## src/rtl/pwm_dual_pkg.sv

```systemverilog
package pwm_dual_pkg;
  localparam int unsigned NUM_CH     = 2;
  localparam int unsigned DATA_W     = 32;
  localparam int unsigned ADDR_W     = 8;
  localparam int unsigned LANE_W     = 8;
  localparam int unsigned BIT_EN     = 0;
  localparam int unsigned BIT_INV    = 4;
  localparam int unsigned BIT_MODE   = 7;
  localparam int unsigned CTRL_ADDR  = 'h00;
  localparam int unsigned CH_BASE    = 'h10;
  localparam int unsigned CH_STRIDE  = 'h10;
  localparam int unsigned DUTY_OFS   = 'h4;
  localparam int unsigned MIN_PERIOD = 2;

  typedef struct packed {
    logic run;
    logic inv;
  } lane_cfg_t;
endpackage

```

## src/rtl/pwm_dual_regs.sv

```systemverilog
module pwm_dual_regs
  import pwm_dual_pkg::*;
#(
  parameter int unsigned N_CH = NUM_CH,
  parameter int unsigned DW   = DATA_W,
  parameter int unsigned AW   = ADDR_W
) (
  input  logic                      clk_i,
  input  logic                      rst_ni,
  input  logic [AW-1:0]             addr_i,
  input  logic [DW-1:0]             wdata_i,
  input  logic                      we_i,
  output logic [DW-1:0]             rdata_o,
  output logic [DW-1:0]             ctrl_o,
  output logic [N_CH-1:0][DW-1:0]   per_o,
  output logic [N_CH-1:0][DW-1:0]   duty_o
);
  logic              hit_ctrl;
  logic [N_CH-1:0]   hit_per;
  logic [N_CH-1:0]   hit_duty;
  logic [DW-1:0]     ctrl_q;
  logic [N_CH-1:0][DW-1:0] per_q;
  logic [N_CH-1:0][DW-1:0] duty_q;
  logic [DW-1:0]     rd_mux;
  logic [DW-1:0]     rdata_q;

  assign hit_ctrl = (addr_i == AW'(CTRL_ADDR));

  for (genvar c = 0; c < N_CH; c++) begin : g_dec
    localparam int unsigned PER_A  = CH_BASE + CH_STRIDE * c;
    localparam int unsigned DUTY_A = PER_A + DUTY_OFS;
    assign hit_per[c]  = (addr_i == AW'(PER_A));
    assign hit_duty[c] = (addr_i == AW'(DUTY_A));

    always_ff @(posedge clk_i or negedge rst_ni) begin
      if (!rst_ni) begin
        per_q[c]  <= '0;
        duty_q[c] <= '0;
      end else if (we_i) begin
        if (hit_per[c])  per_q[c]  <= wdata_i;
        if (hit_duty[c]) duty_q[c] <= wdata_i;
      end
    end
  end

  always_ff @(posedge clk_i or negedge rst_ni) begin
    if (!rst_ni)                ctrl_q <= '0;
    else if (we_i && hit_ctrl)  ctrl_q <= wdata_i;
  end

  always_comb begin
    rd_mux = '0;
    if (hit_ctrl) rd_mux = ctrl_q;
    for (int c = 0; c < N_CH; c++) begin
      if (hit_per[c])  rd_mux = per_q[c];
      if (hit_duty[c]) rd_mux = duty_q[c];
    end
  end

  always_ff @(posedge clk_i or negedge rst_ni) begin
    if (!rst_ni) rdata_q <= '0;
    else         rdata_q <= rd_mux;
  end

  assign rdata_o = rdata_q;
  assign ctrl_o  = ctrl_q;
  assign per_o   = per_q;
  assign duty_o  = duty_q;
endmodule

```

## src/rtl/pwm_dual_channel.sv

```systemverilog
module pwm_dual_channel
  import pwm_dual_pkg::*;
#(
  parameter int unsigned DW    = DATA_W,
  parameter int unsigned MIN_P = MIN_PERIOD
) (
  input  logic          clk_i,
  input  logic          rst_ni,
  input  lane_cfg_t     cfg_i,
  input  logic [DW-1:0] per_reg_i,
  input  logic [DW-1:0] duty_reg_i,
  output logic          pwm_o,
  output logic [DW-1:0] cnt_o,
  output logic [DW-1:0] per_act_o,
  output logic [DW-1:0] duty_act_o
);
  logic [DW-1:0] cnt_q;
  logic [DW-1:0] per_a_q;
  logic [DW-1:0] duty_a_q;
  logic          per_ok;
  logic          at_wrap;
  logic          active;

  assign per_ok  = (per_a_q >= DW'(MIN_P));
  assign at_wrap = !per_ok || (cnt_q == per_a_q - DW'(1));

  always_ff @(posedge clk_i or negedge rst_ni) begin
    if (!rst_ni) begin
      cnt_q    <= '0;
      per_a_q  <= '0;
      duty_a_q <= '0;
    end else if (!cfg_i.run || at_wrap) begin
      cnt_q    <= '0;
      per_a_q  <= per_reg_i;
      duty_a_q <= duty_reg_i;
    end else begin
      cnt_q    <= cnt_q + DW'(1);
    end
  end

  assign active     = cfg_i.run && per_ok && (cnt_q < duty_a_q);
  assign pwm_o      = active ^ cfg_i.inv;
  assign cnt_o      = cnt_q;
  assign per_act_o  = per_a_q;
  assign duty_act_o = duty_a_q;
endmodule

```

## src/rtl/pwm_dual_top.sv

```systemverilog
module pwm_dual_top
  import pwm_dual_pkg::*;
#(
  parameter int unsigned N_CH = NUM_CH,
  parameter int unsigned DW   = DATA_W,
  parameter int unsigned AW   = ADDR_W
) (
  input  logic            clk_i,
  input  logic            rst_ni,
  input  logic [AW-1:0]   reg_addr_i,
  input  logic [DW-1:0]   reg_wdata_i,
  input  logic            reg_we_i,
  output logic [DW-1:0]   reg_rdata_o,
  output logic [N_CH-1:0] pwm_o
);
  logic [DW-1:0]           ctrl_w;
  logic [N_CH-1:0][DW-1:0] per_w;
  logic [N_CH-1:0][DW-1:0] duty_w;
  logic [N_CH-1:0][DW-1:0] cnt_w;
  logic [N_CH-1:0][DW-1:0] pera_w;
  logic [N_CH-1:0][DW-1:0] dutya_w;

  pwm_dual_regs #(.N_CH(N_CH), .DW(DW), .AW(AW)) regs_i (
    .clk_i   (clk_i),
    .rst_ni  (rst_ni),
    .addr_i  (reg_addr_i),
    .wdata_i (reg_wdata_i),
    .we_i    (reg_we_i),
    .rdata_o (reg_rdata_o),
    .ctrl_o  (ctrl_w),
    .per_o   (per_w),
    .duty_o  (duty_w)
  );

  for (genvar c = 0; c < N_CH; c++) begin : g_ch
    lane_cfg_t cfg;
    assign cfg.run = ctrl_w[c*LANE_W + BIT_EN] && ctrl_w[c*LANE_W + BIT_MODE];
    assign cfg.inv = ctrl_w[c*LANE_W + BIT_INV];

    pwm_dual_channel #(.DW(DW)) ch_i (
      .clk_i      (clk_i),
      .rst_ni     (rst_ni),
      .cfg_i      (cfg),
      .per_reg_i  (per_w[c]),
      .duty_reg_i (duty_w[c]),
      .pwm_o      (pwm_o[c]),
      .cnt_o      (cnt_w[c]),
      .per_act_o  (pera_w[c]),
      .duty_act_o (dutya_w[c])
    );
  end
endmodule

```

## config.mk

```make
export PLATFORM = sky130hd
export DESIGN_NAME = pwm_dual_top
export DESIGN_NICKNAME = d
export VERILOG_FILES = /design/src/rtl/pwm_dual_pkg.sv /design/src/rtl/pwm_dual_regs.sv /design/src/rtl/pwm_dual_channel.sv /design/src/rtl/pwm_dual_top.sv
export SDC_FILE = /design/constraint.sdc
export NUM_CORES = 1
export LEC_CHECK = 0
export ABC_AREA = 1
export CORE_MARGIN = 8
export CORE_UTILIZATION = 55
export CTS_BUF_LIST = sky130_fd_sc_hd__clkbuf_8
export CTS_CLUSTER_SIZE = 10
export DETAILED_ROUTE_END_ITERATION = 16
export MAX_ROUTING_LAYER = met4
export PLACE_DENSITY = 0.73
export SETUP_SLACK_MARGIN = 0.1
export SYNTH_ARGS = -nofsm -noshare
export SYNTH_HDL_FRONTEND = slang
export SYNTH_SLANG_ARGS = --single-unit
```

## constraint.sdc

```tcl
create_clock -name clk_i -period 3.1 [get_ports clk_i]
set_input_delay 0.62 -clock clk_i [delete_from_list [all_inputs] [get_ports clk_i]]
set_output_delay 0.62 -clock clk_i [all_outputs]
set_load 0.005 [all_outputs]
```

==> results_dict.tcl <==
set metrics [dict create \
    die_y_um 208 \
    synth-main-ff-cell "dfrtp_1" \
    vias 17800 \
    cp-start-kind "flip-flop" \
    grt_start_max_net_pins 75 \
    seq_area_um2 9630 \
    fill_cells 3150 \
    antenna_found_initial 1 \
    clkTransAtPathRegs_ps 60 \
    setup_viol 1 \
    power_frac_clock_pct 39.5 \
    clock_latency_ps 630 \
    coreArea_um2 36300 \
    slew_headroom_pct 49.0 \
    max_stage_delay_ps 410 \
    post-route-min-period_ps 3130 \
    avgSynthCellArea_um2 7.92 \
    syn-cell-area_um2 20200 \
    drc_errors 0 \
    ys_top_cells_by_area "dfrtp_1, nand2_1, nand3_1" \
    multi_input_area_um2 9500 \
    holdWs_ps 483 \
    power_mw 11.9 \
    die-area_um2 43100 \
    intPower_mw 8.41 \
    syn-num-nets 2659 \
    timing.final.crit_share_pct 101 \
    diodes 0 \
    crit_arrival_ps 2510 \
    dpl_cell_area_um2 21800 \
    ioPinCount 77 \
    peakVddDrop_mv 0.357 \
    netlist.area_leader.share_pct 47.6 \
    drt_iter0_drc 1453 \
    final_common_cell "nand2_1" \
    drive_gt1_share_pct 10.7 \
    grt_use_total_pct 28.0 \
    htreeDepth 3 \
    slowest_stage "dfrtp_1" \
    grt_pass1_wl_mm 94.3 \
    violations "negative setup slack" \
    synthArstFlopShare_pct 100 \
    numCtsBuffers 68 \
    p_sw_share_pct 29.1 \
    nNetsFinal 2809 \
    fin_area_um2 23600 \
    crit_buf_inv 1 \
    yosysUniqueCellTypes 46 \
    wl_per_cell_um 18.3 \
    hold_path.class "flip-flop to flip-flop" \
    cts_root_buffer "clkbuf_8" \
    powerDensity_nw_per_um2 502 \
    skew_ps 27.1 \
    rsz0062_at_grt "true" \
    finalWeightedCongestion 0.958 \
    setup_tns_ps -29.3 \
    p_sw_mw 3.46 \
    io_buffers 76 \
    layout_setup_ws_ps -29.3 \
    rows 70 \
    pwr-share-seq_pct 45.3 \
    clock_sinks 384 \
    hold_viol_final 0 \
    yosys.area.top_type "dfrtp_1" \
    p_leak_nw 11.8 \
    critical_path_required_ps 2480 \
    end_kind "primary output" \
    fmax_ghz 0.320 \
    grt_overflow 0 \
    critPathKind "flip-flop to primary output" \
    synth-seq-cells 384 \
    power_frac_comb_pct 15.3 \
    syn_inst 2548 \
    wl_mm 58.9 \
    worst_slew_pin_slew_ps 765 \
    most-common-layout-cells "nand2_1, dfrtp_1, nor2_1" \
    firstDrtPassIters 6 \
    vias_per_cell 5.53 \
    maxCapViolCount 0 \
    crit_path_cell_trace "ha_4, nand2_2, nor2_2, nand4_1, nor4_2, o21ai_1, nand2_1, xor2_1, buf_2" \
    place_hpwl_mm 42.6 \
    antenna_left 0 \
    synth_edf_count 0 \
    yosysWarnings 0 \
    path_max_fanout 2 \
    die_x_um 208 \
    status "complete, but fails checks" \
    cp_top_family "simple AND/OR/NAND/NOR gates" \
    initial_core_util_pct 55.5 \
    clockBufferDepth 3 \
    drv_slew 0 \
    cts_tree "yes" \
    grt_pass1_vias 17500 \
    ys_seq_area_share_pct 47.6 \
    area_growth_pct 17.1 \
]
## worst register-to-register path, stage by stage (launching register included)
cell	delay, ps
dfrtp_1	390
inv_1	120
ha_1	250
nand2_2	160
nor2_8	210
nand2_2	120
o21bai_1	190
nand2_1	70
nand2_1	60
nand2_1	40
nor2_1	110
nand2_1	70
nor2_1	180
nand3_2	140
nand2_2	150
buf_12	210
buf_4	180
nand2_1	50
nand2_1	50
## routing by layer
layer  vias up  routed length, µm  global-route usage, %  part of all wire [%]
met2       596              26300                   41.8                    45
met1      8531              27000                   38.1                    46
met4         0               1680                   9.51                   2.9
met3        96               3880                   5.28                   6.6
met5         -                  0                      -                     0
li1       8540                  -                      -                     -
## cell type report
type | instances | share of cell area [%]
clock buffer | 86 | 5.01
clock inverter | 31 | 0.736
inverter | 225 | 3.57
multi-input combinational | 1840 | 40.2
sequential | 384 | 40.7
tap | 468 | 2.48
timing repair buffer | 179 | 7.29
## path summary, 6_finish.rpt
kind,slack (ps),start,end,cells past startpoint
max in group asynchronous,1560,rst_ni,g_ch[1].ch_i.cnt_o[25],3
worst max register to register,280,g_ch[0].ch_i.per_act_o[0],g_ch[0].ch_i.duty_act_o[7],18
worst max-delay path,-30,g_ch[0].ch_i.cnt_o[31],pwm_o[0],9
worst min-delay path,480,regs_i.ctrl_o[21],regs_i.ctrl_o[21],2
min in group asynchronous,550,rst_ni,g_ch[0].ch_i.duty_act_o[4],2
worst min register to register,480,regs_i.ctrl_o[21],regs_i.ctrl_o[21],2
## kinds of logic (layout without fill, tap and decap cells)
kind of cell             Yosys count  count (layout)  synth area share, %
flip-flops                       384             384                 47.6
XOR/XNOR                         114             114                 5.09
AO/OA/AOI/OAI                    292             292                 8.07
adder cells (fa/ha/maj)           68              68                 4.22
buffers and inverters            324             521                 6.56
AND/OR/NAND/NOR                 1366            1366                 28.4
## synthesized netlist by cell type (26+ instances only)
cell type,n
nand2_1,769
dfrtp_1,384
nor2_1,254
nand3_1,228
inv_1,218
o21ai_0,186
xor2_1,86
ha_1,68
clkbuf_1,57
a21oi_1,51
nand4_1,38
xnor2_1,26
## per-stage QoR
| stage | cells | utilization, % | worst slack, ps |
|---|---|---|---|
| floorplan | 2548 | - | 813 |
| global placement | 3072 | 60.0 | 68.9 |
| detailed placement | 3072 | 60.0 | 39.1 |
| CTS | 3197 | 64.2 | -127 |
| global route | 3213 | 65.0 | -149 |
| finish | 3213 | 65.0 | -29.3 |
## state kept, by name, indices dropped and copies added, names as in the netlist
register / cells
g_ch.ch_i.per_act_o: 64
g_ch.ch_i.duty_act_o: 64
regs_i.ctrl_o: 32
regs_i.per_o: 64
regs_i.duty_o: 64
g_ch.ch_i.cnt_o: 64
regs_i.rdata_o: 32
## power by group through the flow
stage / sequential [mW] / clock (mW) / combinational, mW
final: 5.37 / 4.68 / 1.81
after global routing: 5.39 / 5.02 / 2.04
after CTS: 5.37 / 4.78 / 1.74
after detailed placement: 5.45 / 0 / 1.71
after global placement: 5.45 / 0 / 1.68
after floorplan: 5.39 / 0 / 1.12
## timing repair
item	CTS	global route
gates cloned	0	1
resized for setup	33	40
hold endpoints to repair	60	0
setup buffers	7	15
pin swaps	12	15
hold buffers	1	0
setup endpoints to repair	2	117
(Power assumes the default switching activity.)
